--- src/rtl/rxes_pkg.sv ---
package rxes_pkg;
  localparam int NUM_SLOTS  = 32;
  localparam int SLOT_BITS  = 8;
  localparam int NUM_FRAMES = 2;
  localparam int DROP_EVERY = 4;
  localparam int FRAME_BITS = NUM_SLOTS * SLOT_BITS;
  localparam int SLOT_W     = $clog2(NUM_SLOTS);
  localparam int BIT_W      = $clog2(SLOT_BITS);
  localparam int POS_W      = SLOT_W + BIT_W;
  localparam int STORE_BITS = NUM_FRAMES * FRAME_BITS;

  typedef struct packed {
    logic crc;
    logic cas;
  } mf_tag_t;
endpackage

--- src/rtl/rxes_wr_ctl.sv ---
module rxes_wr_ctl
  import rxes_pkg::*;
(
  input  logic             clk,
  input  logic             rst_n,
  input  logic             wr_en,
  input  logic             store_rst,
  input  logic             wr_hold,
  output logic             wr_frame,
  output logic [POS_W-1:0] wr_pos,
  output logic             wr_wrap
);
  logic             frame_n;
  logic [POS_W-1:0] pos_n;

  assign wr_wrap = wr_en && (wr_pos == '1);

  always_comb begin
    frame_n = wr_frame;
    pos_n   = wr_pos;
    if (store_rst) begin
      frame_n = 1'b1;
      pos_n   = '0;
    end else if (wr_en) begin
      pos_n = wr_pos + 1'b1;
      if (wr_wrap && !wr_hold) frame_n = ~wr_frame;
    end
  end

  always_ff @(posedge clk or negedge rst_n) begin
    if (!rst_n) begin
      wr_frame <= 1'b1;
      wr_pos   <= '0;
    end else begin
      wr_frame <= frame_n;
      wr_pos   <= pos_n;
    end
  end

  AST_WR_HOLD_STAYS: assert property (@(posedge clk) disable iff (!rst_n)
    (wr_hold && !store_rst) |=> (wr_frame == $past(wr_frame)));
endmodule

--- src/rtl/rxes_rd_ctl.sv ---
module rxes_rd_ctl
  import rxes_pkg::*;
(
  input  logic             clk,
  input  logic             rst_n,
  input  logic             rd_en,
  input  logic             store_rst,
  input  logic             t1_mode,
  input  logic             sync_force,
  input  logic             rd_hold,
  output logic             rd_frame,
  output logic [POS_W-1:0] rd_addr,
  output logic             rd_is_fbit,
  output logic             rd_is_start,
  output logic             rd_wrap
);
  localparam logic [SLOT_W-1:0] DROP_MASK = SLOT_W'(DROP_EVERY - 1);
  localparam logic [SLOT_W-1:0] FIRST_KEPT = SLOT_W'(1);

  logic              fph_q, fph_e, fph_n;
  logic [SLOT_W-1:0] slot_q, slot_e, slot_n, slot_inc;
  logic [BIT_W-1:0]  bit_q, bit_e, bit_n;
  logic              frame_n;

  always_comb begin
    if (sync_force) begin
      fph_e  = t1_mode;
      slot_e = '0;
      bit_e  = '0;
    end else begin
      fph_e  = fph_q;
      slot_e = slot_q;
      bit_e  = bit_q;
    end
  end

  assign slot_inc    = slot_e + 1'b1;
  assign rd_addr     = {slot_e, bit_e};
  assign rd_is_fbit  = fph_e;
  assign rd_is_start = fph_e || (!t1_mode && slot_e == '0 && bit_e == '0);
  assign rd_wrap     = rd_en && !fph_e && (slot_e == '1) && (bit_e == '1);

  always_comb begin
    fph_n   = fph_q;
    slot_n  = slot_q;
    bit_n   = bit_q;
    frame_n = rd_frame;
    if (store_rst) begin
      fph_n   = t1_mode;
      slot_n  = '0;
      bit_n   = '0;
      frame_n = 1'b0;
    end else if (rd_en) begin
      fph_n  = 1'b0;
      slot_n = slot_e;
      bit_n  = bit_e + 1'b1;
      if (fph_e) begin
        slot_n = FIRST_KEPT;
        bit_n  = '0;
      end else if (bit_e == '1) begin
        if (slot_e == '1) begin
          slot_n = '0;
          fph_n  = t1_mode;
          if (!rd_hold) frame_n = ~rd_frame;
        end else if (t1_mode && ((slot_inc & DROP_MASK) == '0)) begin
          slot_n = slot_inc + 1'b1;
        end else begin
          slot_n = slot_inc;
        end
      end
    end
  end

  always_ff @(posedge clk or negedge rst_n) begin
    if (!rst_n) begin
      fph_q    <= 1'b0;
      slot_q   <= '0;
      bit_q    <= '0;
      rd_frame <= 1'b0;
    end else begin
      fph_q    <= fph_n;
      slot_q   <= slot_n;
      bit_q    <= bit_n;
      rd_frame <= frame_n;
    end
  end

  AST_T1_SLOT_KEPT: assert property (@(posedge clk) disable iff (!rst_n)
    (rd_en && t1_mode && !fph_e) |-> ((slot_e & DROP_MASK) != '0));
  AST_RD_HOLD_STAYS: assert property (@(posedge clk) disable iff (!rst_n)
    (rd_hold && !store_rst) |=> (rd_frame == $past(rd_frame)));
endmodule

--- src/rtl/rxes_store.sv ---
module rxes_store
  import rxes_pkg::*;
(
  input  logic             clk,
  input  logic             rst_n,
  input  logic             wr_en,
  input  logic             wr_frame,
  input  logic [POS_W-1:0] wr_pos,
  input  logic             wr_data,
  input  logic             cas_in,
  input  logic             crc_in,
  input  logic             rd_frame,
  input  logic [POS_W-1:0] rd_addr,
  output logic             rd_raw,
  output mf_tag_t          rd_tag
);
  logic [STORE_BITS-1:0] mem;
  mf_tag_t               tag_q [NUM_FRAMES];

  always_ff @(posedge clk) begin
    if (wr_en) mem[{wr_frame, wr_pos}] <= wr_data;
  end

  for (genvar g = 0; g < NUM_FRAMES; g++) begin : g_tag
    always_ff @(posedge clk or negedge rst_n) begin
      if (!rst_n) tag_q[g] <= '0;
      else if (wr_en && wr_pos == '0 && wr_frame == 1'(g))
        tag_q[g] <= '{crc: crc_in, cas: cas_in};
    end
  end

  assign rd_raw = mem[{rd_frame, rd_addr}];
  assign rd_tag = tag_q[rd_frame];
endmodule

--- src/rtl/rx_elastic_store.sv ---
module rx_elastic_store
  import rxes_pkg::*;
(
  input  logic       clk,
  input  logic       rst_n,
  input  logic       line_wr_en,
  input  logic       line_bit,
  input  logic       line_cas_mf,
  input  logic       line_crc_mf,
  input  logic       bp_rd_en,
  input  logic       store_rst,
  input  logic       t1_mode,
  input  logic       mf_crc_sel,
  input  logic       sync_is_input,
  input  logic       sync_mf_sel,
  input  logic       sync_in,
  input  logic [2:0] flag_clr,
  output logic       bp_bit,
  output logic       frame_mark,
  output logic       mf_mark,
  output logic       sync_out,
  output logic       slip_pulse,
  output logic       flag_slip,
  output logic       flag_repeat,
  output logic       flag_delete
);
  logic             wr_frame, wr_wrap, wr_hold;
  logic [POS_W-1:0] wr_pos;
  logic             rd_frame, rd_wrap, rd_hold, rd_is_fbit, rd_is_start;
  logic [POS_W-1:0] rd_addr;
  logic             rd_raw, sync_force;
  mf_tag_t          rd_tag;

  logic bit_n, fmark_n, mmark_n, slip_ev;
  logic fslip_n, frep_n, fdel_n;

  assign sync_force = sync_is_input && sync_in;

  // Reader blocked if the writer will still sit in the frame it wants next;
  // writer blocked if the reader will still sit in the frame it wants next.
  assign rd_hold = !store_rst && rd_wrap && (~rd_frame == (wr_frame ^ wr_wrap));
  assign wr_hold = !store_rst && wr_wrap && (~wr_frame == (rd_frame ^ rd_wrap));

  rxes_wr_ctl u_wr (
    .clk(clk), .rst_n(rst_n), .wr_en(line_wr_en), .store_rst(store_rst),
    .wr_hold(wr_hold), .wr_frame(wr_frame), .wr_pos(wr_pos), .wr_wrap(wr_wrap)
  );

  rxes_rd_ctl u_rd (
    .clk(clk), .rst_n(rst_n), .rd_en(bp_rd_en), .store_rst(store_rst),
    .t1_mode(t1_mode), .sync_force(sync_force), .rd_hold(rd_hold),
    .rd_frame(rd_frame), .rd_addr(rd_addr), .rd_is_fbit(rd_is_fbit),
    .rd_is_start(rd_is_start), .rd_wrap(rd_wrap)
  );

  rxes_store u_store (
    .clk(clk), .rst_n(rst_n), .wr_en(line_wr_en), .wr_frame(wr_frame),
    .wr_pos(wr_pos), .wr_data(line_bit), .cas_in(line_cas_mf),
    .crc_in(line_crc_mf), .rd_frame(rd_frame), .rd_addr(rd_addr),
    .rd_raw(rd_raw), .rd_tag(rd_tag)
  );

  always_comb begin
    slip_ev = rd_hold || wr_hold;
    fslip_n = (flag_slip   && !flag_clr[0]) || slip_ev;
    frep_n  = (flag_repeat && !flag_clr[1]) || rd_hold;
    fdel_n  = (flag_delete && !flag_clr[2]) || wr_hold;
    bit_n   = bp_bit;
    fmark_n = frame_mark;
    mmark_n = mf_mark;
    if (bp_rd_en) begin
      bit_n   = rd_is_fbit ? 1'b1 : rd_raw;
      fmark_n = rd_is_start;
      mmark_n = rd_is_start && (mf_crc_sel ? rd_tag.crc : rd_tag.cas);
    end
  end

  always_ff @(posedge clk or negedge rst_n) begin
    if (!rst_n) begin
      bp_bit      <= 1'b0;
      frame_mark  <= 1'b0;
      mf_mark     <= 1'b0;
      slip_pulse  <= 1'b0;
      flag_slip   <= 1'b0;
      flag_repeat <= 1'b0;
      flag_delete <= 1'b0;
    end else begin
      bp_bit      <= bit_n;
      frame_mark  <= fmark_n;
      mf_mark     <= mmark_n;
      slip_pulse  <= slip_ev;
      flag_slip   <= fslip_n;
      flag_repeat <= frep_n;
      flag_delete <= fdel_n;
    end
  end

  assign sync_out = !sync_is_input && (sync_mf_sel ? mf_mark : frame_mark);

  AST_FRAMES_APART: assert property (@(posedge clk) disable iff (!rst_n)
    rd_frame != wr_frame);
  AST_SLIP_ONE_CYCLE: assert property (@(posedge clk) disable iff (!rst_n)
    slip_pulse |=> !slip_pulse);
  AST_STICKY_SLIP: assert property (@(posedge clk) disable iff (!rst_n)
    (flag_slip && !flag_clr[0]) |=> flag_slip);
  AST_REPEAT_SETS_SLIP: assert property (@(posedge clk) disable iff (!rst_n)
    $rose(flag_repeat) |-> flag_slip);
  AST_DELETE_SETS_SLIP: assert property (@(posedge clk) disable iff (!rst_n)
    $rose(flag_delete) |-> flag_slip);
  AST_FBIT_ONE: assert property (@(posedge clk) disable iff (!rst_n)
    (bp_rd_en && t1_mode && rd_is_fbit) |=> bp_bit);
endmodule

--- config.mk ---
export PLATFORM = sky130hd
export DESIGN_NAME = rx_elastic_store
export DESIGN_NICKNAME = d
export VERILOG_FILES = /design/src/rtl/rxes_pkg.sv /design/src/rtl/rxes_wr_ctl.sv /design/src/rtl/rxes_rd_ctl.sv /design/src/rtl/rxes_store.sv /design/src/rtl/rx_elastic_store.sv
export SDC_FILE = /design/constraint.sdc
export NUM_CORES = 1
export LEC_CHECK = 0
export ABC_AREA = 1
export BUFFER_PORTS_ARGS = -buffer_cell sky130_fd_sc_hd__buf_2
export CAP_MARGIN = 30
export CORE_MARGIN = 4
export CORE_UTILIZATION = 35
export DETAILED_ROUTE_END_ITERATION = 16
export PLACE_DENSITY = 0.45
export SLEW_MARGIN = 20
export SYNTH_ARGS = -nofsm -noshare
export SYNTH_HDL_FRONTEND = slang
export SYNTH_SLANG_ARGS = --single-unit
--- constraint.sdc ---
create_clock -name clk -period 6.4 [get_ports clk]
set_clock_uncertainty 0.1 [all_clocks]
set_input_delay 0.32 -clock clk [delete_from_list [all_inputs] [get_ports clk]]
set_output_delay 0.32 -clock clk [all_outputs]
set_load 0.01 [all_outputs]
==> results by group <==
Critical path
  • Slowest stage delay, CP: about 0.77 ns
  • Crit path max fanout: roughly 150
  • Crit path from: u_rd.bit_q[0]
  • R2r setup slk: about 2.2 ns
  • Reg2reg start: u_rd.bit_q[0]
  • Critical-path top delay cell: dfrtp_4
  • WP data required: a little under 7 ns
  • Arrival time of the worst setup path: 4.63 ns
  • Worst-path cell chain: nand2_8 -> buf_12 -> ha_1 -> nand3_1 -> nor4_1 -> o21ai_0 -> o22ai_1 -> dlygate4sd3_1
  • CP startpoint kind: flip-flop
  • FF-to-FF path depth: 8
  • Critical Path Sink Type: flip-flop
  • Reg-to-reg endpoint: mf_mark
  • Critical path class: flip-flop to flip-flop

Clock tree
  • Clock Pin Slew Worst Setup and Hold Paths: 0.06 ns
  • Total CTS buffers: between 60 and 70
  • Post-CTS sizing: 0
  • CTS tree: yes
  • Post-CTS Hold Buffers: 12
  • H-tree levels: 2
  • Clock Sink Count: about 540
  • Clk buf depth: 3
  • Root buffer cell: clkbuf_16
  • Worst-skew pair later-pin latency: ~0.62 ns
  • Post-CTS Setup Inserts: 0

Place
  • Gp weighted congestion: about 0.84
  • I/O Buffers: 23
  • Placed instance area: 26900 um^2
  • Detail Placement HPWL: 43800 um

Global routing
  • Vias in the first global route: 18.8k
  • Met2 Usage GRT: between 30 and 40%
  • GRT Util Overall: about a fifth
  • Initial antenna violation count: 1
  • First-pass GRT wire length: between 100000 and 150000 um
  • Gr busiest metal: met2
  • M3 GR Usage: 3.36%
  • Largest net degree at the start of global routing: 160
  • Grt total ovfl: 0
  • Met1 Resource Use GR: 29.6%

Routing
  • Final ANT Viol Nets: 0
  • DRC Markers: 0
  • Total number of vias: a little under 20k
  • Initial drt markers: roughly 1.8k
  • Routed WL per cell: between 20 and 25 um
  • Final wirelength: between 80000 and 90000 um
  • Vias per cell: just over 5
  • Detailed Routing Iterations Pass 1: 6

STA
  • Min Hold Slack: approximately 0.17 ns
  • Final Slew Violations: 0
  • Period utilization: roughly 65%
  • Measured slew at the worst slew-check pin: around 1 ns
  • Endpoints failing setup: 0
  • RSZ-0062 raised after global routing: no
  • Relative slew slack: 32.9%
  • Post-layout minimum cycle time: about 4.2 ns
  • Setup_tns: 0 ns
  • Final Hold Viols: 0
  • Fmax: between 0.2 and 0.25 GHz

Pwr
  • Leakage: around 10 nW
  • Max VDD drop: about 200 uV
  • Pwr dens: 267 nW/um^2

Synth
  • Area contributors post-synth: edfxtp_1 59%, nor2_1 11%, nand3_1 6.8%, nand2_1 5.8%, nand3b_1 3.7%
  • Yosys reg bits: approximately 540
  • Post-Syn Area: 26000 um^2
  • Post-Syn Instances: about 2.8k
  • Avg Cell Area, Syn: 9.31 um^2
  • Sequential share of the synthesized area: about three fifths
  • Distinct cells, synth: 40
  • Area share of the largest cell type after synthesis: between 50% and 60%
  • YS warnings: 0
  • Post-synthesis cell type with the largest combined area: edfxtp_1
  • Syn Nets: around 2.8k

Outcome
  • Status: finished, final reports clean

Job
  • Maxcap violations: 0

Worst hold path
  • Min-Delay Endpoint: u_store.mem[374]
  • Hold Startpoint: line_bit
  • Hold-critical path depth: 1
  • Hold Path Class: input port to flip-flop

Die
  • Die height: ~280 um
  • Die area: ~79000 um^2
  • Die W: roughly 280 um
  • I/O pin count: 24
  • Core ar.: 73300 um^2
  • Site Rows: between 90 and 100
  • Initial Util: 35.5%

Layout
  • Final Cell Area: 28900 um^2
  • Layout cells sized above 1: between 6 and 7%
  • Layout area overhead: 11.1%
  • Fillcell total: between 7k and 8k
  • Nets@finish: between 2k and 3k
## how the worst max path moves through the flow
| stage | endpoint | slack, ns | depth (start not counted) |
|---|---|---|---|
| 6_report | mf_mark | 2.23 | 8 |
| 5_1_grt | mf_mark | 2.11 | 8 |
| 4_1_cts | mf_mark | 2.38 | 8 |
| 3_5_place_dp | u_wr.wr_frame | 2.30 | 15 |
| 3_3_place_gp | bp_bit | 2.32 | 19 |
| 2_1_floorplan | u_wr.wr_frame | 3.89 | 17 |
## report_power, final
group          internal, W  switching (W)
Sequential         0.00389      0.0000197
Clock              0.00194        0.00142
Combinational     0.000106       0.000333
## cells by family (layout without fill, tap and decap cells)
kind of cell	Yosys count	after routing	share of synthesized area, %
DFF	542	542	62.0
adders and majority gates	10	10	0.481
xor gates and xnor gates	2	2	0.0673
other	0	1	0
and+or+nand+nor	1684	1684	28.1
buffers and inverters	426	402	6.72
AOI/OAI and AO/OA	132	132	2.70
## stage by stage
stage | std cells | setup WS (ns) | total power [W] | utilization (%)
4_1_cts | 3728 | 2.38 | 0.00779 | 39.4
2_1_floorplan | 2796 | 3.89 | 0.00423 | -
3_3_place_gp | 3605 | 2.32 | 0.00442 | 36.6
3_5_place_dp | 3611 | 2.30 | 0.00442 | 36.7
5_1_grt | 3731 | 2.11 | 0.00798 | 39.4
6_report | 3732 | 2.23 | 0.00771 | 39.4
## cell usage after synthesis (all sizes together)
| master | instances |
|---|---|
| xnor2 | 1 |
| inv | 217 |
| nand2 | 409 |
| clkbuf | 64 |
| or2 | 8 |
| xor2 | 1 |
| a32o | 1 |
| o22ai | 4 |
| nor3 | 7 |
| o21ai | 100 |
| nor3b | 1 |
| nand3 | 352 |
| a31oi | 1 |
| nor2 | 778 |
| o21a | 2 |
| a32oi | 1 |
| o31ai | 1 |
| buf | 141 |
| dfrtp | 29 |
| a21oi | 14 |
| nand4 | 1 |
| nor4 | 1 |
| a211oi | 1 |
| o211ai | 4 |
| o21bai | 1 |
| a22oi | 2 |
| edfxtp | 512 |
| dfstp | 1 |
| nand3b | 127 |
| clkinv | 4 |
| ha | 10 |
## registers in the layout, summed over array words and instances, names as in the netlist
| register | cells |
|---|---|
| bp_bit | 1 |
| flag_delete | 1 |
| flag_repeat | 1 |
| flag_slip | 1 |
| frame_mark | 1 |
| mf_mark | 1 |
| slip_pulse | 1 |
| u_rd.bit_q | 3 |
| u_rd.fph_q | 1 |
| u_rd.rd_frame | 1 |
| u_rd.slot_q | 5 |
| u_store.mem | 512 |
| u_store.tag_q | 4 |
| u_wr.wr_frame | 1 |
| u_wr.wr_pos | 8 |
## final cells by class
type	instances	area, um^2	share of cell area [%]
Antenna cell	1	2.50	0.00866
Clock buffer	86	1660	5.74
Clock inverter	19	198	0.684
Inverter	221	830	2.87
Multi-Input combinational cell	1828	8230	28.5
Sequential cell	542	16100	55.8
Tap cell	959	1200	4.15
Timing Repair Buffer	76	654	2.26
## placed cells by master, fill, tap and decap left out, drive strengths merged, types with 14 or more instances in the layout
cell    count
clkbuf     86
o21ai     100
nand2     409
nand3     352
inv       217
dfrtp      29
a21oi      14
nor2      778
edfxtp    512
nand3b    127
clkinv     17
buf        64
## metal layers
metal	wire length (um)	part of all wire [%]
met1	37400	45
met2	37800	46
met3	5070	6.2
met4	2100	2.5
met5	0	0
## worst max-delay path, delay by kind of cell, from the launching register on
family | cells | cell delay, ns
buffers and inverters | 2 | 1.14
AO/OA/AOI/OAI | 2 | 0.49
AND/OR/NAND/NOR | 3 | 1.03
adder cells (fa/ha/maj) | 1 | 0.28
flip-flops | 1 | 0.77
(Power assumes the default switching activity.)
